**config.mk**
```make
export PLATFORM = sky130hd
export DESIGN_NAME = mbar_ctrl
export DESIGN_NICKNAME = d
export VERILOG_FILES = /design/src/rtl/mbar_pkg.sv /design/src/rtl/mbar_cnt.sv /design/src/rtl/mbar_track.sv /design/src/rtl/mbar_select.sv /design/src/rtl/mbar_seq.sv /design/src/rtl/mbar_ctrl.sv
export SDC_FILE = /design/constraint.sdc
export NUM_CORES = 1
export LEC_CHECK = 0
export BUFFER_PORTS_ARGS = -buffer_cell sky130_fd_sc_hd__buf_2
export CAP_MARGIN = 30
export CORE_AREA = 2 2 74 76
export CTS_BUF_LIST = sky130_fd_sc_hd__clkbuf_4 sky130_fd_sc_hd__clkbuf_8
export DETAILED_ROUTE_END_ITERATION = 8
export DIE_AREA = 0 0 76 78
export GPL_ROUTABILITY_DRIVEN = 0
export PLACE_DENSITY_LB_ADDON = 0.08
export SYNTH_ARGS = -nofsm -noshare
export SYNTH_HDL_FRONTEND = slang
export SYNTH_SLANG_ARGS = --single-unit
```
**constraint.sdc**
```tcl
create_clock -name clk -period 4.6 [get_ports clk]
set_input_delay 0.23 -clock clk [delete_from_list [all_inputs] [get_ports clk]]
set_output_delay 0.23 -clock clk [all_outputs]
set_load 0.05 [all_outputs]
```
**src/rtl/mbar_pkg.sv**
```systemverilog
// Shared types and helpers for the barrier ordering controller.
// Assumes a 2-bit access-type code; the domain width is a parameter of users.
package mbar_pkg;

    typedef enum logic [1:0] {
        ACC_RSVD = 2'b00,
        ACC_LD   = 2'b01,
        ACC_ST   = 2'b10,
        ACC_ALL  = 2'b11
    } acc_e;

    typedef enum logic {
        ST_IDLE   = 1'b0,
        ST_ACTIVE = 1'b1
    } seq_state_e;

    // Map the reserved access code onto "all accesses".
    function automatic logic [1:0] norm_acc(input logic [1:0] code);
        return (code == ACC_RSVD) ? ACC_ALL : code;
    endfunction

endpackage

```
**src/rtl/mbar_cnt.sv**
```systemverilog
// One up/down counter of in-flight accesses.
// Assumes the pipeline never retires more accesses than it issued and never
// exceeds 2**CNT_W-1 outstanding accesses per type and domain.
module mbar_cnt #(
    parameter int CNT_W = 4
) (
    input  logic             clk,
    input  logic             rst_n,
    input  logic             inc,
    input  logic             dec,
    output logic [CNT_W-1:0] cnt
);

    // Track the net effect of issue and retire; both together leave it unchanged.
    always_ff @(posedge clk) begin
        if (!rst_n) begin
            cnt <= '0;
        end else begin
            case ({inc, dec})
                2'b10:   cnt <= cnt + 1'b1;
                2'b01:   cnt <= cnt - 1'b1;
                default: cnt <= cnt;
            endcase
        end
    end

endmodule

```
**src/rtl/mbar_track.sv**
```systemverilog
// Outstanding-access tracker: one load counter and one store counter for each
// shareability domain. Issue and retire events carry the domain code of the access.
module mbar_track #(
    parameter int DOM_W = 2,
    parameter int CNT_W = 4,
    localparam int NDOM = 1 << DOM_W
) (
    input  logic                        clk,
    input  logic                        rst_n,
    input  logic                        ld_issue,
    input  logic [DOM_W-1:0]            ld_issue_dom,
    input  logic                        ld_retire,
    input  logic [DOM_W-1:0]            ld_retire_dom,
    input  logic                        st_issue,
    input  logic [DOM_W-1:0]            st_issue_dom,
    input  logic                        st_retire,
    input  logic [DOM_W-1:0]            st_retire_dom,
    output logic [NDOM-1:0][CNT_W-1:0]  ld_cnt,
    output logic [NDOM-1:0][CNT_W-1:0]  st_cnt
);

    for (genvar d = 0; d < NDOM; d++) begin : g_dom
        logic ld_inc, ld_dec, st_inc, st_dec;

        // Decode which events belong to this domain.
        always_comb begin
            ld_inc = ld_issue  && (ld_issue_dom  == DOM_W'(d));
            ld_dec = ld_retire && (ld_retire_dom == DOM_W'(d));
            st_inc = st_issue  && (st_issue_dom  == DOM_W'(d));
            st_dec = st_retire && (st_retire_dom == DOM_W'(d));
        end

        mbar_cnt #(.CNT_W(CNT_W)) u_ld (
            .clk(clk), .rst_n(rst_n), .inc(ld_inc), .dec(ld_dec), .cnt(ld_cnt[d])
        );
        mbar_cnt #(.CNT_W(CNT_W)) u_st (
            .clk(clk), .rst_n(rst_n), .inc(st_inc), .dec(st_dec), .cnt(st_cnt[d])
        );
    end

endmodule

```
**src/rtl/mbar_select.sv**
```systemverilog
// Decides whether the active barrier still has older accesses to wait for.
// A domain is in scope when its code does not exceed the barrier's domain code.
// Assumes acc has already been normalised (never 00).
module mbar_select #(
    parameter int DOM_W = 2,
    parameter int CNT_W = 4,
    localparam int NDOM = 1 << DOM_W
) (
    input  logic [NDOM-1:0][CNT_W-1:0] ld_cnt,
    input  logic [NDOM-1:0][CNT_W-1:0] st_cnt,
    input  logic [1:0]                 acc,
    input  logic [DOM_W-1:0]           dom,
    output logic                       pending
);

    logic [NDOM-1:0] ld_busy;
    logic [NDOM-1:0] st_busy;

    for (genvar d = 0; d < NDOM; d++) begin : g_scope
        logic in_scope;

        // Flag domains in scope that still have accesses in flight.
        always_comb begin
            in_scope   = (dom >= DOM_W'(d));
            ld_busy[d] = in_scope && (ld_cnt[d] != '0);
            st_busy[d] = in_scope && (st_cnt[d] != '0);
        end
    end

    // Combine the per-domain flags with the access-type selection.
    always_comb begin
        pending = (acc[0] && (|ld_busy)) || (acc[1] && (|st_busy));
    end

endmodule

```
**src/rtl/mbar_seq.sv**
```systemverilog
// Barrier sequencer: accepts one barrier at a time, latches its parameters,
// drives the holds and the done pulse. Assumes `pending` is derived from
// the latched parameters and registered counters only.
module mbar_seq #(
    parameter int DOM_W = 2
) (
    input  logic             clk,
    input  logic             rst_n,
    input  logic             req_valid,
    input  logic             req_sync,
    input  logic [1:0]       req_acc,
    input  logic [DOM_W-1:0] req_dom,
    input  logic             pending,
    output logic             ready,
    output logic [1:0]       cur_acc,
    output logic [DOM_W-1:0] cur_dom,
    output logic             hold_ld,
    output logic             hold_st,
    output logic             hold_all,
    output logic             done
);
    import mbar_pkg::*;

    seq_state_e state;
    logic       cur_sync;
    logic       waiting;

    // Sequence state: idle -> active on accept, active -> idle on done.
    always_ff @(posedge clk) begin
        if (!rst_n) begin
            state <= ST_IDLE;
        end else if (state == ST_IDLE && req_valid) begin
            state <= ST_ACTIVE;
        end else if (done) begin
            state <= ST_IDLE;
        end
    end

    // Capture the request fields at acceptance.
    always_ff @(posedge clk) begin
        if (!rst_n) begin
            cur_sync <= 1'b0;
            cur_acc  <= ACC_ALL;
            cur_dom  <= '0;
        end else if (state == ST_IDLE && req_valid) begin
            cur_sync <= req_sync;
            cur_acc  <= norm_acc(req_acc);
            cur_dom  <= req_dom;
        end
    end

    // Derive the handshake, the done pulse and the holds.
    always_comb begin
        ready    = (state == ST_IDLE);
        done     = (state == ST_ACTIVE) && !pending;
        waiting  = (state == ST_ACTIVE) && pending;
        hold_ld  = waiting && (cur_sync || cur_acc[0]);
        hold_st  = waiting && (cur_sync || cur_acc[1]);
        hold_all = waiting && cur_sync;
    end

endmodule

```
**src/rtl/mbar_ctrl.sv**
```systemverilog
// Memory barrier ordering controller top. Ties the outstanding tracker, the
// wait selector and the sequencer together. Assumes the pipeline issues no
// younger access of a held type while a hold is asserted.
module mbar_ctrl #(
    parameter int DOM_W = 2,
    parameter int CNT_W = 4
) (
    input  logic             clk,
    input  logic             rst_n,
    input  logic             bar_valid,
    input  logic             bar_sync,
    input  logic [1:0]       bar_acc,
    input  logic [DOM_W-1:0] bar_dom,
    output logic             bar_ready,
    input  logic             ld_issue,
    input  logic [DOM_W-1:0] ld_issue_dom,
    input  logic             ld_retire,
    input  logic [DOM_W-1:0] ld_retire_dom,
    input  logic             st_issue,
    input  logic [DOM_W-1:0] st_issue_dom,
    input  logic             st_retire,
    input  logic [DOM_W-1:0] st_retire_dom,
    output logic             hold_ld,
    output logic             hold_st,
    output logic             hold_all,
    output logic             bar_done
);
    localparam int NDOM = 1 << DOM_W;

    logic [NDOM-1:0][CNT_W-1:0] ld_cnt;
    logic [NDOM-1:0][CNT_W-1:0] st_cnt;
    logic [1:0]                 cur_acc;
    logic [DOM_W-1:0]           cur_dom;
    logic                       pending;

    mbar_track #(.DOM_W(DOM_W), .CNT_W(CNT_W)) u_track (
        .clk(clk), .rst_n(rst_n),
        .ld_issue(ld_issue), .ld_issue_dom(ld_issue_dom),
        .ld_retire(ld_retire), .ld_retire_dom(ld_retire_dom),
        .st_issue(st_issue), .st_issue_dom(st_issue_dom),
        .st_retire(st_retire), .st_retire_dom(st_retire_dom),
        .ld_cnt(ld_cnt), .st_cnt(st_cnt)
    );

    mbar_select #(.DOM_W(DOM_W), .CNT_W(CNT_W)) u_sel (
        .ld_cnt(ld_cnt), .st_cnt(st_cnt),
        .acc(cur_acc), .dom(cur_dom), .pending(pending)
    );

    mbar_seq #(.DOM_W(DOM_W)) u_seq (
        .clk(clk), .rst_n(rst_n),
        .req_valid(bar_valid), .req_sync(bar_sync),
        .req_acc(bar_acc), .req_dom(bar_dom),
        .pending(pending), .ready(bar_ready),
        .cur_acc(cur_acc), .cur_dom(cur_dom),
        .hold_ld(hold_ld), .hold_st(hold_st), .hold_all(hold_all),
        .done(bar_done)
    );

endmodule

```
==> results.sh <==
export IMPL_status="finished, final reports clean"
export IMPL_pre_cts_ws_ns=2.37
export IMPL_period_minus_slack_ns=2.15
export IMPL_die_y_um=78
export IMPL_busiest_layer="met2"
export IMPL_internal_power_mw=0.546
export IMPL_fillers=486
export IMPL_setup_tns_ns=0
export IMPL_rows=26
export IMPL_htreeDepth=2
export IMPL_synthTopCellsByArea="dfxtp_1 (31%), ha_1 (12%), xor2_1 (8.5%)"
export IMPL_syn_avg_cell_area_um2=8.66
export IMPL_hold_path_class="in -> reg"
export IMPL_utilization_pct=54.6
export IMPL_grt_use_total_pct=16.7
export IMPL_leakage_nw=1.19
export IMPL_pwr_share_clk_pct=30.9
export IMPL_ir_drop_uv=196
export IMPL_max_stage_delay_ns=0.45
export IMPL_cts_buffers=5
export IMPL_crit_path_start_kind="flip-flop"
export IMPL_timing_fmax_mhz=466
export IMPL_initial_core_util_pct=49.1
export IMPL_post_cts_resized=0
export IMPL_yosys_cell_types_count=31
export IMPL_slowest_stage="o41ai_1"
export IMPL_tightestPinTransition_ns=0.629
export IMPL_hold_viol=0
export IMPL_postRouteAntennaNets=0
export IMPL_path_clk_slew_ns=0.07
export IMPL_first_pass_iters=4
export IMPL_core_um2=5040
export IMPL_layout_common_cells="dfxtp_1 (38), a21oi_1 (27), xor2_1 (24), ha_1 (24), buf_2 (24)"
export IMPL_cts_root_buffer="clkbuf_8"
export IMPL_nNetsFinal=355
export IMPL_synthCells=286
export IMPL_via_per_inst=5.42
export IMPL_clk_path_buf_depth=2
export IMPL_first_global_vias=1804
export IMPL_ff2ff_setup_slack_ns=3.08
export IMPL_gr_usage_met1_pct=22.9
export IMPL_netSwitchingFraction_pct=30.6
export IMPL_grt_start_max_net_pins=29
export IMPL_cts_tree="built"
export IMPL_grt_first_pass_wirelength_um=8030
export IMPL_netlist_area_um2=2480
export IMPL_dieArea_um2=5930
export IMPL_skew_ns=0.00940
export IMPL_portBuffers=24
export IMPL_end_kind="output port"
export IMPL_arrival_ns=1.92
export IMPL_stdcell_count=382
export IMPL_vias=2069
export IMPL_crit_path_cell_trace="o41ai_1 > nand2_1 > o21ai_2 > and3_1 > buf_2"
export IMPL_mostFrequentLayoutCell="dfxtp_1"
export IMPL_post_cts_buffers=0
export IMPL_critPathKind="reg -> out"
export IMPL_slew_headroom_pct=58.0
export IMPL_wl_per_cell_um=12.7
export IMPL_ios=25
export IMPL_p_per_area_nw_per_um2=286
export IMPL_drt_total_wl_um=4840
export IMPL_drv_cap=0
export IMPL_areaGrowthSynthToFinish_pct=11.2
export IMPL_ys_seq_elements=38
export IMPL_final_layout_size_suffix_gt1_share_pct=11.9
export IMPL_ys_seq_area_share_pct=30.7
export IMPL_p_seq_share_pct=47.7
export IMPL_hold_buffers=0
export IMPL_combPwrFrac_pct=21.3
export IMPL_use_met3_pct=3.49
export IMPL_crit_fanout=7
export IMPL_diodes=0
export IMPL_rsz0062_at_grt="false"
export IMPL_grt_overflow=0
export IMPL_place_inst=374
export IMPL_final_max_slew_violation_count=0
export IMPL_drt_iter0_drc=77
export IMPL_synth_top_area_share_pct=30.7
export IMPL_fin_crit_sh_pct=46.6
export IMPL_die_w_um=76
export IMPL_multi_input_area_um2=1680
export IMPL_ys_warn_count=0
export IMPL_dp_hpwl_um=3550
export IMPL_antenna_found_initial=0
export IMPL_clock_latency_ns=0.29
export IMPL_setup_violations=0
export IMPL_fin_ws_ns=2.45
export IMPL_worstPathRequired_ns=4.37
export IMPL_synth_nets=330
export IMPL_worst_hold_slack_ns=0.196
export IMPL_clock_sinks=38
export IMPL_switchingPower_mw=0.241
export IMPL_synth_top_area_cell="dfxtp_1"
export IMPL_drcViolationCount=0
export IMPL_grtUsageMet2_pct=26.7
export IMPL_register_area_um2=761
-- cell families (layout without fill, tap and decap cells) --
kind of cell | after synthesis | after routing | synth area share (%)
adder cells (fa/ha/maj) | 24 | 24 | 12.1
XOR/XNOR | 24 | 24 | 8.49
buffers and inverters | 8 | 34 | 1.36
AND/OR/NAND/NOR | 109 | 109 | 26.1
multiplexers | 18 | 18 | 7.28
AO/OA/AOI/OAI | 65 | 65 | 13.9
flip-flops | 38 | 38 | 30.7
-- per-layer routing --
metal	wire, um	part of all wire, %
met1	2560	53
met3	126	2.6
met2	2130	44
met4	29	0.60
met5	0	0
-- final timing paths --
check,startpoint,end,cells past startpoint
worst min-delay path,bar_sync,u_seq.cur_sync,3
worst max register to register,u_track.g_dom[3].u_st.cnt[1],u_track.g_dom[3].u_st.cnt[2],6
worst max-delay path,u_track.g_dom[2].u_st.cnt[1],bar_done,5
worst min register to register,u_track.g_dom[1].u_ld.cnt[3],u_track.g_dom[1].u_ld.cnt[3],2
-- Yosys cell counts, drive strengths merged --
cell     n
xor2    24
and3     3
dfxtp   38
o22ai    1
clkbuf   1
a31oi    1
nor2b    9
buf      5
and3b    9
or3b     2
nand3    4
inv      2
ha      24
or3      8
o21ai   33
o41ai    2
nor2    23
nor4     6
a21o     1
nor4bb   1
mux2i   18
nand2   14
nand3b  13
nand2b   7
nor4b    1
a21oi   27
nor3b    9
-- layout make-up --
cell class | instances | area share, %
multi-input combinational | 240 | 61.1
sequential | 38 | 27.6
timing repair buffer | 24 | 4.36
clock buffer | 7 | 3.27
tap | 70 | 3.18
inverter | 2 | 0.273
clock inverter | 1 | 0.182
-- registers in the layout, indices dropped and copies added (netlist names) --
signal,flops
u_seq.cur_acc,2
u_seq.cur_dom,2
u_seq.cur_sync,1
u_seq.state,1
u_track.g_dom.u_ld.cnt,16
u_track.g_dom.u_st.cnt,16
-- power groups by stage --
stage	Sequential, mW	Combinational [mW]	Clock [mW]
floorplan	0.377	0.131	0
CTS	0.375	0.170	0.252
finish	0.376	0.168	0.244
global placement	0.383	0.166	0
global route	0.380	0.189	0.262
detailed placement	0.383	0.168	0
-- worst max-delay path: cells and delay by family (launching register included) --
kind,cells,cell delay (ns)
AO/OA/AOI/OAI,2,0.67
buffers and inverters,1,0.26
flip-flops,1,0.37
AND/OR/NAND/NOR,2,0.32
-- through the flow --
step	power, mW	cell area (um^2)
after floorplan	0.508	2480
after global placement	0.549	2660
after detailed placement	0.551	2660
after CTS	0.797	2750
after global routing	0.831	2750
final	0.787	2750
Note: power is estimated with default switching activity, not from simulation.
